$ cat config.mk
export PLATFORM = sky130hd
export DESIGN_NAME = uart_tx_dbuf
export DESIGN_NICKNAME = d
export VERILOG_FILES = /design/src/rtl/uart_tx_pkg.sv /design/src/rtl/uart_tx_holdbuf.sv /design/src/rtl/uart_tx_shifter.sv /design/src/rtl/uart_tx_dbuf.sv
export SDC_FILE = /design/constraint.sdc
export NUM_CORES = 1
export LEC_CHECK = 0
export ABC_CLOCK_PERIOD_IN_PS = 5550
export BUFFER_PORTS_ARGS = -buffer_cell sky130_fd_sc_hd__buf_2
export CAP_MARGIN = 20
export CORE_ASPECT_RATIO = 1.5
export CORE_MARGIN = 3
export CORE_UTILIZATION = 40
export DETAILED_ROUTE_END_ITERATION = 8
export HOLD_SLACK_MARGIN = 0.15
export PLACE_DENSITY_LB_ADDON = 0.2
export SLEW_MARGIN = 15
export SYNTH_ARGS = -nofsm -noshare
export SYNTH_HDL_FRONTEND = slang
export SYNTH_SLANG_ARGS = --single-unit
$ cat constraint.sdc
create_clock -name clk -period 5.55 [get_ports clk]
set_clock_uncertainty 0.15 [all_clocks]
set_input_delay 0.2775 -clock clk [delete_from_list [all_inputs] [get_ports clk]]
set_output_delay 0.2775 -clock clk [all_outputs]
set_load 0.01 [all_outputs]
$ cat src/rtl/uart_tx_pkg.sv
package uart_tx_pkg;
    typedef enum logic [1:0] {
        S_IDLE  = 2'd0,
        S_START = 2'd1,
        S_DATA  = 2'd2,
        S_STOP  = 2'd3
    } tx_state_t;
endpackage

$ cat src/rtl/uart_tx_holdbuf.sv
module uart_tx_holdbuf #(
    parameter int DATA_W = 8
) (
    input  logic              clk,
    input  logic              rst_n,
    input  logic              active,
    input  logic              wr_en,
    input  logic [DATA_W-1:0] wr_data,
    input  logic              load,
    output logic              full,
    output logic [DATA_W-1:0] data,
    output logic              ready
);
    always_ff @(posedge clk or negedge rst_n) begin
        if (!rst_n) begin
            full  <= 1'b0;
            data  <= '0;
            ready <= 1'b0;
        end else if (!active) begin
            full  <= 1'b0;
            ready <= 1'b0;
        end else begin
            if (load) begin
                full  <= 1'b0;
                ready <= 1'b1;
            end
            // a write in the same cycle wins over the handoff
            if (wr_en) begin
                full  <= 1'b1;
                data  <= wr_data;
                ready <= 1'b0;
            end
        end
    end
endmodule

$ cat src/rtl/uart_tx_shifter.sv
module uart_tx_shifter
    import uart_tx_pkg::*;
#(
    parameter int DATA_W        = 8,
    parameter int TICKS_PER_BIT = 16
) (
    input  logic              clk,
    input  logic              rst_n,
    input  logic              active,
    input  logic              baud_tick,
    input  logic              load,
    input  logic [DATA_W-1:0] load_data,
    output logic              txd,
    output logic              idle
);
    localparam int TCW = $clog2(TICKS_PER_BIT);
    localparam int BCW = (DATA_W > 1) ? $clog2(DATA_W) : 1;
    localparam logic [TCW-1:0] TICK_LAST = TCW'(TICKS_PER_BIT - 1);
    localparam logic [BCW-1:0] BIT_LAST  = BCW'(DATA_W - 1);

    tx_state_t         state_q, state_d;
    logic [TCW-1:0]    tick_q;
    logic [BCW-1:0]    bit_q;
    logic [DATA_W-1:0] sh_q;
    logic              bit_end;

    assign bit_end = baud_tick && (tick_q == TICK_LAST);

    always_ff @(posedge clk or negedge rst_n) begin
        if (!rst_n) state_q <= S_IDLE;
        else        state_q <= state_d;
    end

    always_comb begin
        state_d = state_q;
        unique case (state_q)
            S_IDLE:  if (load) state_d = S_START;
            S_START: if (bit_end) state_d = S_DATA;
            S_DATA:  if (bit_end && bit_q == BIT_LAST) state_d = S_STOP;
            S_STOP:  if (bit_end) state_d = S_IDLE;
        endcase
        if (!active) state_d = S_IDLE;
    end

    always_ff @(posedge clk or negedge rst_n) begin
        if (!rst_n) begin
            tick_q <= '0;
            bit_q  <= '0;
            sh_q   <= '0;
        end else if (!active || load) begin
            tick_q <= '0;
            bit_q  <= '0;
            sh_q   <= load_data;
        end else if (state_q != S_IDLE && baud_tick) begin
            tick_q <= bit_end ? '0 : tick_q + 1'b1;
            if (bit_end && state_q == S_DATA) begin
                sh_q  <= sh_q >> 1;
                bit_q <= bit_q + 1'b1;
            end
        end
    end

    always_comb begin
        unique case (state_q)
            S_IDLE:  txd = 1'b1;
            S_START: txd = 1'b0;
            S_DATA:  txd = sh_q[0];
            S_STOP:  txd = 1'b1;
        endcase
    end

    assign idle = (state_q == S_IDLE);
endmodule

$ cat src/rtl/uart_tx_dbuf.sv
module uart_tx_dbuf #(
    parameter int DATA_W        = 8,
    parameter int TICKS_PER_BIT = 16
) (
    input  logic              clk,
    input  logic              rst_n,
    input  logic              wr_en,
    input  logic [DATA_W-1:0] wr_data,
    input  logic              tx_enable,
    input  logic              sw_reset,
    input  logic              irq_enable,
    input  logic              baud_tick,
    output logic              txd,
    output logic              ready_flag,
    output logic              empty_flag,
    output logic              tx_irq
);
    logic              active;
    logic              hb_full;
    logic [DATA_W-1:0] hb_data;
    logic              sh_idle;
    logic              handoff;

    assign active  = tx_enable && !sw_reset;
    assign handoff = active && hb_full && sh_idle;

    uart_tx_holdbuf #(.DATA_W(DATA_W)) u_hold (
        .clk     (clk),
        .rst_n   (rst_n),
        .active  (active),
        .wr_en   (wr_en),
        .wr_data (wr_data),
        .load    (handoff),
        .full    (hb_full),
        .data    (hb_data),
        .ready   (ready_flag)
    );

    uart_tx_shifter #(.DATA_W(DATA_W), .TICKS_PER_BIT(TICKS_PER_BIT)) u_shift (
        .clk       (clk),
        .rst_n     (rst_n),
        .active    (active),
        .baud_tick (baud_tick),
        .load      (handoff),
        .load_data (hb_data),
        .txd       (txd),
        .idle      (sh_idle)
    );

    assign empty_flag = active && !hb_full && sh_idle;
    assign tx_irq     = irq_enable && ready_flag;
endmodule

Word level (Yosys, flattened, before mapping):

Index checks and enable logic that the tools add are counted.

* register bits after elaboration: 27
* input bits: 15
* output and inout bits: 4
* word-level logic and storage cells: 63

* $add $sub $neg: 2
* equality and inequality tests: 10
* muxes and demuxes: 22
* reductions and logical operators: 22

Operator list (count)
* $mux W8: 3
* $ne A3 B2 Y1 const B: 5
* $mux W4: 3
* $logic_and A1 B1 Y1: 10
* $mux W2: 5
* $mux W3: 3
* $pmux W2 S4: 1
* $mux W1: 6
* $reduce_bool A2 Y1: 3
* $add A4 B1 Y4 const B: 1
* $eq A2 B2 Y1 const B: 2
* $eq A4 B4 Y1 const B: 1
* $reduce_and A2 Y1: 2
* $reduce_and A4 Y1: 1
* $add A3 B1 Y3 const B: 1
* $eq A3 B3 Y1 const B: 1
* $logic_not A1 Y1: 3
* $pmux W1 S3: 1
* $eq A2 B1 Y1 const B: 1
* $logic_not A2 Y1: 1
* $reduce_or A2 Y1: 1
* $logic_or A1 B1 Y1: 1

Longest topological paths before layout:

* depth in word-level cells: 7
* gate-level depth with buffers: 7

Modules after synthesis:

A second synthesis with hierarchy kept.

* cells, all modules: 129
* area total of the unflattened synthesis: 1373.8 um2

Modules (own cells, without submodules)
* uart_tx_shifter: times used 1, cells each 102, area an instance 958.4 um2, sequential area each 425.4 um2
* uart_tx_holdbuf: times used 1, cells each 23, area an instance 376.6 um2, sequential area each 250.2 um2
* uart_tx_dbuf: times used 1, cells each 4, area an instance 38.8 um2, sequential area each 0.0 um2

Worst setup path before layout:

No wires, ideal clock.

* path type: reg2reg
* from: register u_shift.state_q[0]
* to: register u_shift.sh_q[1]
* setup time: 122 ps
* data arrival time: 1476 ps
* required time: 5278 ps
* slack: 3802 ps
* stages on the path, launching flop included: 8
* path through: dfrtp_1 > inv_1 > ha_1 > nor2b_2 > and3_4 > buf_12 > mux2i_1 > o21ai_1

* cells in the longest elaborated chain, start to end: 5

RTL lines
* from (decl): RTL line uart_tx_shifter.sv:21 `tx_state_t state_q, state_d;`
* from (signal assigned): RTL line uart_tx_shifter.sv:31 `else state_q <= state_d;`
* $logic_not A2 Y1: RTL line uart_tx_shifter.sv:72 `assign idle = (state_q == S_IDLE);`
* $logic_and A1 B1 Y1: RTL line uart_tx_dbuf.sv:25 `assign handoff = active && hb_full && sh_idle;`
* $logic_or A1 B1 Y1: RTL line uart_tx_shifter.sv:50 `end else if (!active || load) begin`
* $reduce_bool A2 Y1 (no source line)
* $reduce_and A2 Y1 (no source line)
* to (signal assigned): RTL line uart_tx_shifter.sv:53 `sh_q <= load_data;`
* to (signal assigned): RTL line uart_tx_shifter.sv:57 `sh_q <= sh_q >> 1;`
* to (decl): RTL line uart_tx_shifter.sv:24 `logic [DATA_W-1:0] sh_q;`

Several ways; a longest one is shown, not always the timed one.
A chain may end at the register's enable or synchronous reset.

Worst setup path in the final report:

* from: register u_shift.state_q[0]
* to: register u_shift.sh_q[0]

Same word-level chain as after synthesis.

==> metrics <==
Max-slew headroom=57.4%; FILL cells=308; pin count of the biggest net entering global routing=28; Crit. End Element=flop; CTS resizes=0; final setup violation count=0; # hold bufs at CTS=10; worst hold path class=in -> reg; Top Metal Used=met4; FFs w/ async S/R, synth=100%; Critical Path RT=5540 ps; gr ovfl total=0; met2 WL post-DR=1220 µm; CORE AREA=0.00319 mm²; CTS Buf Count=3; DRT antenna net count=0; WP data arrival=1950 ps; final WL=2340 µm; crit-path max FO=11; area post-placement=0.00145 mm²; Lkg Pwr=0.000712 µW; Psw=101 µW; Place WS=3560 ps; # IOs=19; first-pass GRT wire length=4400 µm; antenna cells=0; Row Count=25; Syn. warnings=0; Hold Path Origin=tx_enable; Sw Ratio=25.2%; Mapped Avg Cell Area=11.0 µm²; RSZ-0062 raised after global routing=false; worst r2r src=u_shift.state_q[0]; Max VDD drop=0.175 mV; Clk pin slew, worst setup/hold paths=90 ps; Clk network pwr share=28.3%; number of global-route vias before repair=995; status=complete, no violations; most frequent cell after synthesis=dfrtp_1; ys flop type=dfrtp_1; Power Internal=301 µW; Tcrit/Tclk final=35.4%; synth unique cells=28; PwrDens=251 mW/mm²; die area=0.00412 mm²; combinational share of power=13.7%; Worst R2R End=u_shift.sh_q[0]; CP max stage cell=dfrtp_1; First-pass DRT Iterations=4; DR vias/cell=4.88; sequential cell area fraction in the yosys report=50.1%; Hold Fails Final Rpt=0; R2R depth=6; DRC Markers=0; Avg WL per Cell=12.3 µm; top cells by area, synth=dfrtp_1, ha_1, mux2i_1; worst hold margin=235 ps; kind of critical path=reg -> reg; M1 WL=1020 µm; Slew @ Worst Pin=639 ps; Syn-to-layout area delta=18.8%; Worst Hold End=u_shift.state_q[1]; number of synthesized flops with an enable pin=0; multi-input logic area=629 µm²; cell taking the most area after synthesis=dfrtp_1; Synth top area share=50.1%; Setup WS post-layout=3590 ps; Finished Cell Area=0.00160 mm²; min Tclk post-route=1960 ps; CP startpoint kind=flop; Buffers on Ports=18; Total GRT Usage=13.8%; Nets=176; post-CTS setup buffers=0; Register Area=676 µm²; Max Slew Vio Count=0; ratio of cells with drive above 1 in the final layout=22.5%; Worst Hold Depth=3; Seq cells post-synth=27; most instantiated cells after synthesis=dfrtp_1, nand2_1, a21oi_1, ha_1, mux2i_1; Sum Neg Setup Slack=0 ps; Seq pwr share=58.0%; Reg2Reg Setup Slack=3590 ps; initial antenna violation count=0; CTS tree=done; synthesized instance count=122; GPL Wtd Cong=0.696; Worst path max stage delay=440 ps; via count=932; clk sinks=27; FMAX=0.509 GHz; met3 WL=45 µm; clock root buffer master=clkbuf_8; CTS Buffer Depth=2; Max-Cap Viols=0; Initial DRC Count=25; Die H=77.1 µm; Max H-tree Level=1; worst-skew pair later-pin latency=270 ps; die width=53.4 µm; worst-path cell chain=inv_1 -> ha_1 -> nor2b_2 -> and3_4 -> mux2i_1 -> o21ai_0; Starting Density=42.2%; cell area after synthesis=0.00135 mm²; Mapped Nets=146; DPL Wire Length=1710 µm
logic make-up (layout without fill, tap and decap cells):
kind of cell             count (synthesis)  count (layout)  share of synthesized area [%]
AND/OR/NAND/NOR                         40              40                           15.0
adder cells (fa/ha/maj)                  9               9                           8.36
flip-flops                              27              27                           50.1
AO/OA/AOI/OAI                           22              22                           8.73
XOR/XNOR                                 2               2                           1.30
buffers and inverters                    5              34                           3.16
multiplexers                            17              17                           13.4
flip-flops by register name, summed over array words and instances (netlist names):
name,flops
u_hold.data,8
u_shift.sh_q,8
u_shift.tick_q,4
u_shift.bit_q,3
u_shift.state_q,2
u_hold.full,1
u_hold.ready,1
metrics by stage:
step           utilization [%]  cells  total power (µW)
2_1_floorplan                -    122               270
3_5_place_dp              45.5    177               289
6_report                  50.2    191               402
4_1_cts                   50.2    191               408
3_3_place_gp              45.5    177               287
5_1_grt                   50.2    191               427
power groups by stage:
stage / sequential, µW / combinational (µW) / clock (µW)
floorplan: 233 / 36.4 / 0
global placement: 236 / 50.3 / 0
detailed placement: 238 / 51.3 / 0
CTS: 234 / 56.7 / 117
global route: 238 / 64.0 / 125
finish: 233 / 55.1 / 114
cell type report:
class	count	share of cell area [%]
Clock buffer	3	2.58
Clock inverter	1	0.469
Inverter	2	0.469
Multi-Input combinational cell	90	39.3
Sequential cell	27	42.2
Tap cell	40	3.12
Timing Repair Buffer	28	11.9
worst max-delay path by stage:
stage | start | end | slack [ps] | cells past startpoint
after global placement | u_shift.state_q[1] | u_shift.sh_q[0] | 3660 | 4
after CTS | u_shift.state_q[0] | u_shift.sh_q[0] | 3570 | 6
after global routing | u_shift.state_q[0] | u_shift.sh_q[0] | 3360 | 4
after floorplan | u_shift.state_q[0] | u_shift.sh_q[1] | 3800 | 7
final | u_shift.state_q[0] | u_shift.sh_q[0] | 3590 | 6
after detailed placement | u_shift.state_q[0] | u_shift.sh_q[5] | 3560 | 6
worst max-delay path, delay by kind of cell (launching register included):
family                   cells  cell delay, ps
flip-flops                   1             440
AND/OR/NAND/NOR              2             530
adder cells (fa/ha/maj)      1             300
buffers and inverters        1             110
AO/OA/AOI/OAI                1              90
multiplexers                 1             210
placed cells by master (no fill, tap or decap), types with 2 or more instances in the layout:
cell,instances
dfrtp_1,27
buf_2,18
nand2_1,17
dlygate4sd3_1,10
a21oi_1,9
mux2i_1,9
ha_1,9
mux2_2,8
nor2_1,6
o21ai_1,6
nor3_1,4
o21ai_0,4
nand2b_1,3
clkbuf_8,3
inv_1,2
and3_4,2
routing by layer:
layer	track usage, %	vias up
li1	-	478
met1	16.4	437
met2	24.1	12
met3	1.75	5
met4	5.37	0
met5	0	-
No activity file was read; power rests on OpenSTA's default activity.
